--- config.mk ---
export PLATFORM = sky130hd
export DESIGN_NAME = serial_reg_frontend
export DESIGN_NICKNAME = d
export VERILOG_FILES = /design/src/rtl/reg_fe_pkg.sv /design/src/rtl/regfe_ptr.sv /design/src/rtl/regfe_bank.sv /design/src/rtl/serial_reg_frontend.sv
export SDC_FILE = /design/constraint.sdc
export NUM_CORES = 1
export LEC_CHECK = 0
export BUFFER_PORTS_ARGS = -buffer_cell sky130_fd_sc_hd__buf_4
export CORE_UTILIZATION = 25
export DETAILED_ROUTE_END_ITERATION = 12
export GPL_ROUTABILITY_DRIVEN = 0
export PLACE_DENSITY = 0.48
export SLEW_MARGIN = 5
export SYNTH_ARGS = -nofsm -noshare
export SYNTH_HDL_FRONTEND = slang
export SYNTH_SLANG_ARGS = --single-unit
export TNS_END_PERCENT = 100
--- constraint.sdc ---
create_clock -name clk -period 1.8 [get_ports clk]
set_input_delay 0.18 -clock clk [delete_from_list [all_inputs] [get_ports clk]]
set_output_delay 0.18 -clock clk [all_outputs]
set_load 0.005 [all_outputs]
--- src/rtl/reg_fe_pkg.sv ---
package reg_fe_pkg;
  localparam logic [7:0] A_REV = 8'h01;
  localparam logic [7:0] A_VC0 = 8'h04;
  localparam logic [7:0] A_VC1 = 8'h05;
  localparam logic [7:0] A_OFF = 8'h14;
  localparam logic [7:0] A_OSC = 8'h15;

  typedef enum logic [2:0] {
    CLS_NONE, CLS_REV, CLS_VC, CLS_OFF, CLS_OSC, CLS_EXT
  } acc_cls_e;

  function automatic acc_cls_e classify(input logic [7:0] a,
                                        input logic [7:0] lo,
                                        input logic [7:0] hi);
    if (a >= lo && a <= hi) return CLS_EXT;
    case (a)
      A_REV:        return CLS_REV;
      A_VC0, A_VC1: return CLS_VC;
      A_OFF:        return CLS_OFF;
      A_OSC:        return CLS_OSC;
      default:      return CLS_NONE;
    endcase
  endfunction
endpackage

--- src/rtl/regfe_ptr.sv ---
module regfe_ptr #(
  parameter int AW = 8,
  parameter int DW = 8
) (
  input  logic          clk,
  input  logic          rst_n,
  input  logic          wr_start,
  input  logic          byte_fire,
  input  logic [DW-1:0] byte_data,
  input  logic          rd_fire,
  output logic [AW-1:0] ptr,
  output logic          wr_hit
);
  logic armed;

  assign wr_hit = byte_fire && !armed;

  always_ff @(posedge clk or negedge rst_n) begin
    if (!rst_n) begin
      armed <= 1'b0;
      ptr   <= '0;
    end else if (wr_start) begin
      armed <= 1'b1;
    end else if (byte_fire && armed) begin
      armed <= 1'b0;
      ptr   <= AW'(byte_data);
    end else if (wr_hit || rd_fire) begin
      ptr <= ptr + 1'b1;
    end
  end

  assert_addr_byte_no_write_R1: assert property (@(posedge clk) disable iff (!rst_n)
    $past(wr_start) && byte_fire |-> !wr_hit);
  assert_load_ptr_R1: assert property (@(posedge clk) disable iff (!rst_n)
    $past(wr_start) && byte_fire |=> ptr == AW'($past(byte_data)));
  assert_rd_advance_R9: assert property (@(posedge clk) disable iff (!rst_n)
    rd_fire |=> ptr == AW'($past(ptr) + 1'b1));
endmodule

--- src/rtl/regfe_bank.sv ---
module regfe_bank
  import reg_fe_pkg::*;
#(
  parameter int         DW     = 8,
  parameter logic [7:0] REV_ID = 8'h22,
  parameter logic [4:0] VC_MAX = 5'h12,
  parameter logic [7:0] EXT_LO = 8'h16,
  parameter logic [7:0] EXT_HI = 8'h3A
) (
  input  logic          clk,
  input  logic          rst_n,
  input  logic          wr_en,
  input  logic [7:0]    addr,
  input  logic [DW-1:0] wdata,
  output logic [DW-1:0] rd_data,
  output logic          soft_clr
);
  localparam int NVC = 2;
  localparam logic [4:0] VC_RST [NVC] = '{5'h02, 5'h0C};
  localparam logic [7:0] VC_ADR [NVC] = '{A_VC0, A_VC1};
  localparam logic [2:0] OSC_RST = 3'h1;

  acc_cls_e cls;
  logic [4:0] vc_q [NVC];
  logic [2:0] osc_q;
  logic [4:0] vc_new;

  assign cls      = classify(addr, EXT_LO, EXT_HI);
  assign soft_clr = wr_en && cls == CLS_OFF && wdata[0];
  assign vc_new   = (wdata[4:0] > VC_MAX) ? VC_MAX : wdata[4:0];

  for (genvar i = 0; i < NVC; i++) begin : g_vc
    always_ff @(posedge clk or negedge rst_n) begin
      if (!rst_n)                             vc_q[i] <= VC_RST[i];
      else if (soft_clr)                      vc_q[i] <= VC_RST[i];
      else if (wr_en && addr == VC_ADR[i])    vc_q[i] <= vc_new;
    end
    assert_vc_ceiling_R5: assert property (@(posedge clk) disable iff (!rst_n)
      vc_q[i] <= VC_MAX);
  end

  always_ff @(posedge clk or negedge rst_n) begin
    if (!rst_n)                          osc_q <= OSC_RST;
    else if (soft_clr)                   osc_q <= OSC_RST;
    else if (wr_en && cls == CLS_OSC)    osc_q <= wdata[2:0];
  end

  always_comb begin
    rd_data = '0;
    case (cls)
      CLS_REV: rd_data = DW'(REV_ID);
      CLS_VC:  rd_data = DW'(vc_q[addr == A_VC1 ? 1 : 0]);
      CLS_OSC: rd_data = DW'({5'b10000, osc_q});
      default: rd_data = '0;
    endcase
  end

  assert_clr_restores_R7: assert property (@(posedge clk) disable iff (!rst_n)
    soft_clr |=> osc_q == OSC_RST && vc_q[0] == VC_RST[0] && vc_q[1] == VC_RST[1]);
endmodule

--- src/rtl/serial_reg_frontend.sv ---
module serial_reg_frontend
  import reg_fe_pkg::*;
#(
  parameter int         DW     = 8,
  parameter logic [7:0] REV_ID = 8'h22,
  parameter logic [4:0] VC_MAX = 5'h12,
  parameter logic [7:0] EXT_LO = 8'h16,
  parameter logic [7:0] EXT_HI = 8'h3A
) (
  input  logic          clk,
  input  logic          rst_n,
  input  logic          wr_start,
  input  logic          in_valid,
  output logic          in_ready,
  input  logic [DW-1:0] in_data,
  input  logic          rq_valid,
  output logic          rq_ready,
  output logic          rsp_valid,
  input  logic          rsp_ready,
  output logic [DW-1:0] rsp_data,
  output logic [7:0]    ext_addr,
  output logic          ext_wr_en,
  output logic [DW-1:0] ext_wdata,
  output logic          ext_rd_en,
  input  logic [DW-1:0] ext_rdata,
  output logic          ext_clr
);
  localparam int AW = 8;

  logic [AW-1:0] ptr;
  logic          wr_hit, rd_fire, is_ext;
  logic [DW-1:0] bank_rd, rd_mux;

  assign in_ready = 1'b1;
  assign rq_ready = (!rsp_valid || rsp_ready) && !in_valid && !wr_start;
  assign rd_fire  = rq_valid && rq_ready;
  assign is_ext   = classify(ptr, EXT_LO, EXT_HI) == CLS_EXT;

  regfe_ptr #(.AW(AW), .DW(DW)) u_ptr (
    .clk(clk), .rst_n(rst_n), .wr_start(wr_start),
    .byte_fire(in_valid), .byte_data(in_data), .rd_fire(rd_fire),
    .ptr(ptr), .wr_hit(wr_hit));

  regfe_bank #(.DW(DW), .REV_ID(REV_ID), .VC_MAX(VC_MAX),
               .EXT_LO(EXT_LO), .EXT_HI(EXT_HI)) u_bank (
    .clk(clk), .rst_n(rst_n), .wr_en(wr_hit && !is_ext), .addr(ptr),
    .wdata(in_data), .rd_data(bank_rd), .soft_clr(ext_clr));

  assign ext_addr  = ptr;
  assign ext_wdata = in_data;
  assign ext_wr_en = wr_hit && is_ext;
  assign ext_rd_en = rd_fire && is_ext;
  assign rd_mux    = is_ext ? ext_rdata : bank_rd;

  always_ff @(posedge clk or negedge rst_n) begin
    if (!rst_n) begin
      rsp_valid <= 1'b0;
      rsp_data  <= '0;
    end else if (rd_fire) begin
      rsp_valid <= 1'b1;
      rsp_data  <= rd_mux;
    end else if (rsp_ready) begin
      rsp_valid <= 1'b0;
    end
  end

  assert_inputs_apart_R1: assert property (@(posedge clk) disable iff (!rst_n)
    !(wr_start && in_valid));
  assert_rsp_hold_R10: assert property (@(posedge clk) disable iff (!rst_n)
    rsp_valid && !rsp_ready |=> rsp_valid && $stable(rsp_data));
  assert_stall_blocks_R10: assert property (@(posedge clk) disable iff (!rst_n)
    rsp_valid && !rsp_ready |-> !rq_ready);
  assert_rev_value_R4: assert property (@(posedge clk) disable iff (!rst_n)
    rd_fire && ptr == A_REV |=> rsp_data == DW'(REV_ID));
  assert_ext_window_R8: assert property (@(posedge clk) disable iff (!rst_n)
    ext_wr_en |-> ext_addr >= EXT_LO && ext_addr <= EXT_HI);
  assert_off_reads_zero_R7: assert property (@(posedge clk) disable iff (!rst_n)
    rd_fire && ptr == A_OFF |=> rsp_data == '0);
endmodule

==> flow_metrics.env <==
export IMPL_rsz0062_at_grt="yes"
export IMPL_worst_clock_skew_ns=0.002469
export IMPL_firstDrtPassIters=4
export IMPL_yosys_cell_types_count=41
export IMPL_pre_cts_slack_ns=-0.05752
export IMPL_startpoint="u_ptr.ptr[3]"
export IMPL_syn_area_sq_mm=0.001877
export IMPL_tightestPinTransition_ns=0.5354
export IMPL_path_clk_slew_ns=0.07
export IMPL_diodes=0
export IMPL_timing_rr_start="u_ptr.ptr[3]"
export IMPL_pwr_share_seq_pct=31.0
export IMPL_switching_share_pct=35.06
export IMPL_clock_latency_ns=0.28
export IMPL_slew_headroom_pct=64.22
export IMPL_wl_per_cell_um=13.88
export IMPL_cts_tree="done"
export IMPL_holdCritPathClass="primary input to flip-flop"
export IMPL_die_x_um=88.65
export IMPL_syn_nets=242
export IMPL_rows=31
export IMPL_finalNonFillerCells=390
export IMPL_num_vias=1800
export IMPL_tns_ns=-0.3136
export IMPL_antenna_left=0
export IMPL_crit_type="flip-flop to output port"
export IMPL_drt_total_wl_um=5412
export IMPL_p_comb_share_pct=45.3
export IMPL_path_max_fanout=4
export IMPL_cts_buffers=5
export IMPL_initial_core_util_pct=25.88
export IMPL_power_total_mw=3.027
export IMPL_viasPerCell=4.615
export IMPL_p_leak_nw=1.293
export IMPL_cts_root_buf="clkbuf_8"
export IMPL_final_min_clock_period_ns=1.917
export IMPL_required_ns=1.62
export IMPL_placed_cells_incl_taps=372
export IMPL_synth_edf_count=0
export IMPL_min_delay_start="wr_start"
export IMPL_cp_end_kind="output port"
export IMPL_clkPwrFrac_pct=23.7
export IMPL_internal_power_mw=1.966
export IMPL_drive_gt1_share_pct=46.05
export IMPL_portBuffers=50
export IMPL_cap_violations=0
export IMPL_powerDensity_mw_per_mm2=1070
export IMPL_grt_pass1_wl_um=8562
export IMPL_die_height_um=88.65
export IMPL_p_switching_mw=1.061
export IMPL_grt_pass1_vias=1694
export IMPL_nets=316
export IMPL_drtIter0Drc=88
export IMPL_synthFlopType="dfrtp_1"
export IMPL_ys_async_sr_fraction_pct=100.0
export IMPL_peakVddDrop_mv=0.3770
export IMPL_pin_count=52
export IMPL_grt_ovfl_total=0
export IMPL_fin_ws_ns=-0.1167
export IMPL_dp_hpwl_um=3919
export IMPL_yosysSeqAreaShare_pct=41.60
export IMPL_cts_buffer_depth=2
export IMPL_ys_warn_count=0
export IMPL_setup_viol=4
export IMPL_drv_slew=0
export IMPL_finalCritPeriodShare_pct=106.5
export IMPL_antenna_found_initial=0
export IMPL_htreeDepth=2
export IMPL_netlist_instances=216
export IMPL_synth_seq_cells=31
export IMPL_grt_start_max_net_pins=32
export IMPL_startpoint_type="flip-flop"
export IMPL_grt_usage_pct=14.43
export IMPL_violations="setup timing"
export IMPL_place_area_sq_mm=0.002475
export IMPL_run_status="finished, violations left"
export IMPL_drc=0
export IMPL_finalHoldViolCount=0
export IMPL_dieArea_sq_mm=0.007858
export IMPL_syn_avg_cell_area_sq_um=8.689
export IMPL_core_area_sq_mm=0.007253
export IMPL_fin_area_sq_mm=0.002829
export IMPL_timing_fmax_ghz=0.5217
export IMPL_clock_sinks=31
export IMPL_cp_arrival_ns=1.74
export IMPL_syn_to_final_growth_pct=50.73
-- synth_stat cells, drive strengths merged (6+ instances only) --
library cell  number  area [sq um]
inv                8         30.03
nand2             18         67.56
clkbuf             6         22.52
nand3              8         45.04
a21oi             16         80.08
o21ai             21         105.1
nor2              24         92.59
nand2b             6         37.54
mux2i              8         80.08
buf               15         115.1
dfrtp             27         675.7
nor2b              7         43.79
-- power groups by stage --
stage | Clock, mW | Combinational [mW] | Sequential (mW)
floorplan | 0 | 0.538 | 0.937
finish | 0.717 | 1.37 | 0.939
detailed placement | 0 | 1.11 | 0.923
global route | 0.768 | 1.51 | 0.957
global placement | 0 | 1.11 | 0.922
CTS | 0.743 | 1.27 | 0.925
-- area by class of cell --
cell class	count	area, sq um
Sequential cell	31	787.0
Multi-Input combinational cell	156	1090
Timing Repair Buffer	88	678.2
Clock buffer	6	82.58
Fill cell	773	4424
Clock inverter	2	35.03
Tap cell	99	123.9
Inverter	8	32.53
-- cells by family after synthesis --
family          Yosys count  share of synthesized area, %
simple gates             79                         21.00
mux                       8                         4.267
compound gates           64                         21.33
fa+ha+maj                 4                         2.667
other cells               1                        0.1998
buf+inv                  29                         8.933
flops                    31                         41.60
-- sequential cells by signal, summed over array words and instances (netlist names) --
name and count:
u_bank.vc_q 10, rsp_data 8, u_ptr.ptr 8, u_bank.osc_q 3
rsp_valid 1, u_ptr.armed 1
-- layout by cell type (no fill, tap or decap), drive strengths merged, types with 4 or more instances in the layout --
master and n:
o22ai 4, nor2 24, ha 4, nand3 8, nand2b 6, inv 8
buf 87, nor2b 7, nand2 18, clkbuf 6, a21oi 16, dfrtp 27
mux2i 8, dfstp 4, o21ai 21
-- per-stage QoR --
step / hold WS [ns] / utilization (%)
floorplan: -0.1156 / -
global placement: 0.1538 / 34.12
detailed placement: 0.1498 / 34.12
CTS: 0.09042 / 37.67
global route: 0.1055 / 39.00
finish: 0.09753 / 39.00
-- worst paths after layout --
kind                       slack, ns         endpoint  depth (start not counted)
setup / recovery               -0.12          ext_clr                          5
hold reg to reg                 0.48  u_bank.osc_q[0]                          2
max in group asynchronous       1.09   u_bank.vc_q[3]                          2
min in group asynchronous       0.37      u_ptr.armed                          2
setup reg to reg               -0.10  u_bank.osc_q[2]                          5
hold / removal                   0.1      u_ptr.armed                          2
-- worst max-delay path, stage by stage (launching register included) --
cell and delay (ns):
dfrtp_2 0.44, nor4_4 0.32, nand3_2 0.14, nor4_4 0.29
buf_4 0.17, buf_6 0.09
-- layer usage --
metal | vias to the layer above | global-route usage [%] | routed length (um)
li1 | 901 | - | -
met4 | 0 | 4.839 | 81
met1 | 849 | 18.97 | 2521
met2 | 44 | 23.57 | 2614
met5 | - | 0 | 0
met3 | 6 | 2.985 | 195
-- timing repair --
action | CTS | global route
endpoints found under the setup margin | 9 | 19
hold buffers | 1 | 0
hold endpoints to repair | 27 | 0
resized for setup | 20 | 16
pin swaps | 3 | 12
setup buffers | 5 | 5
(Power assumes the default switching activity.)
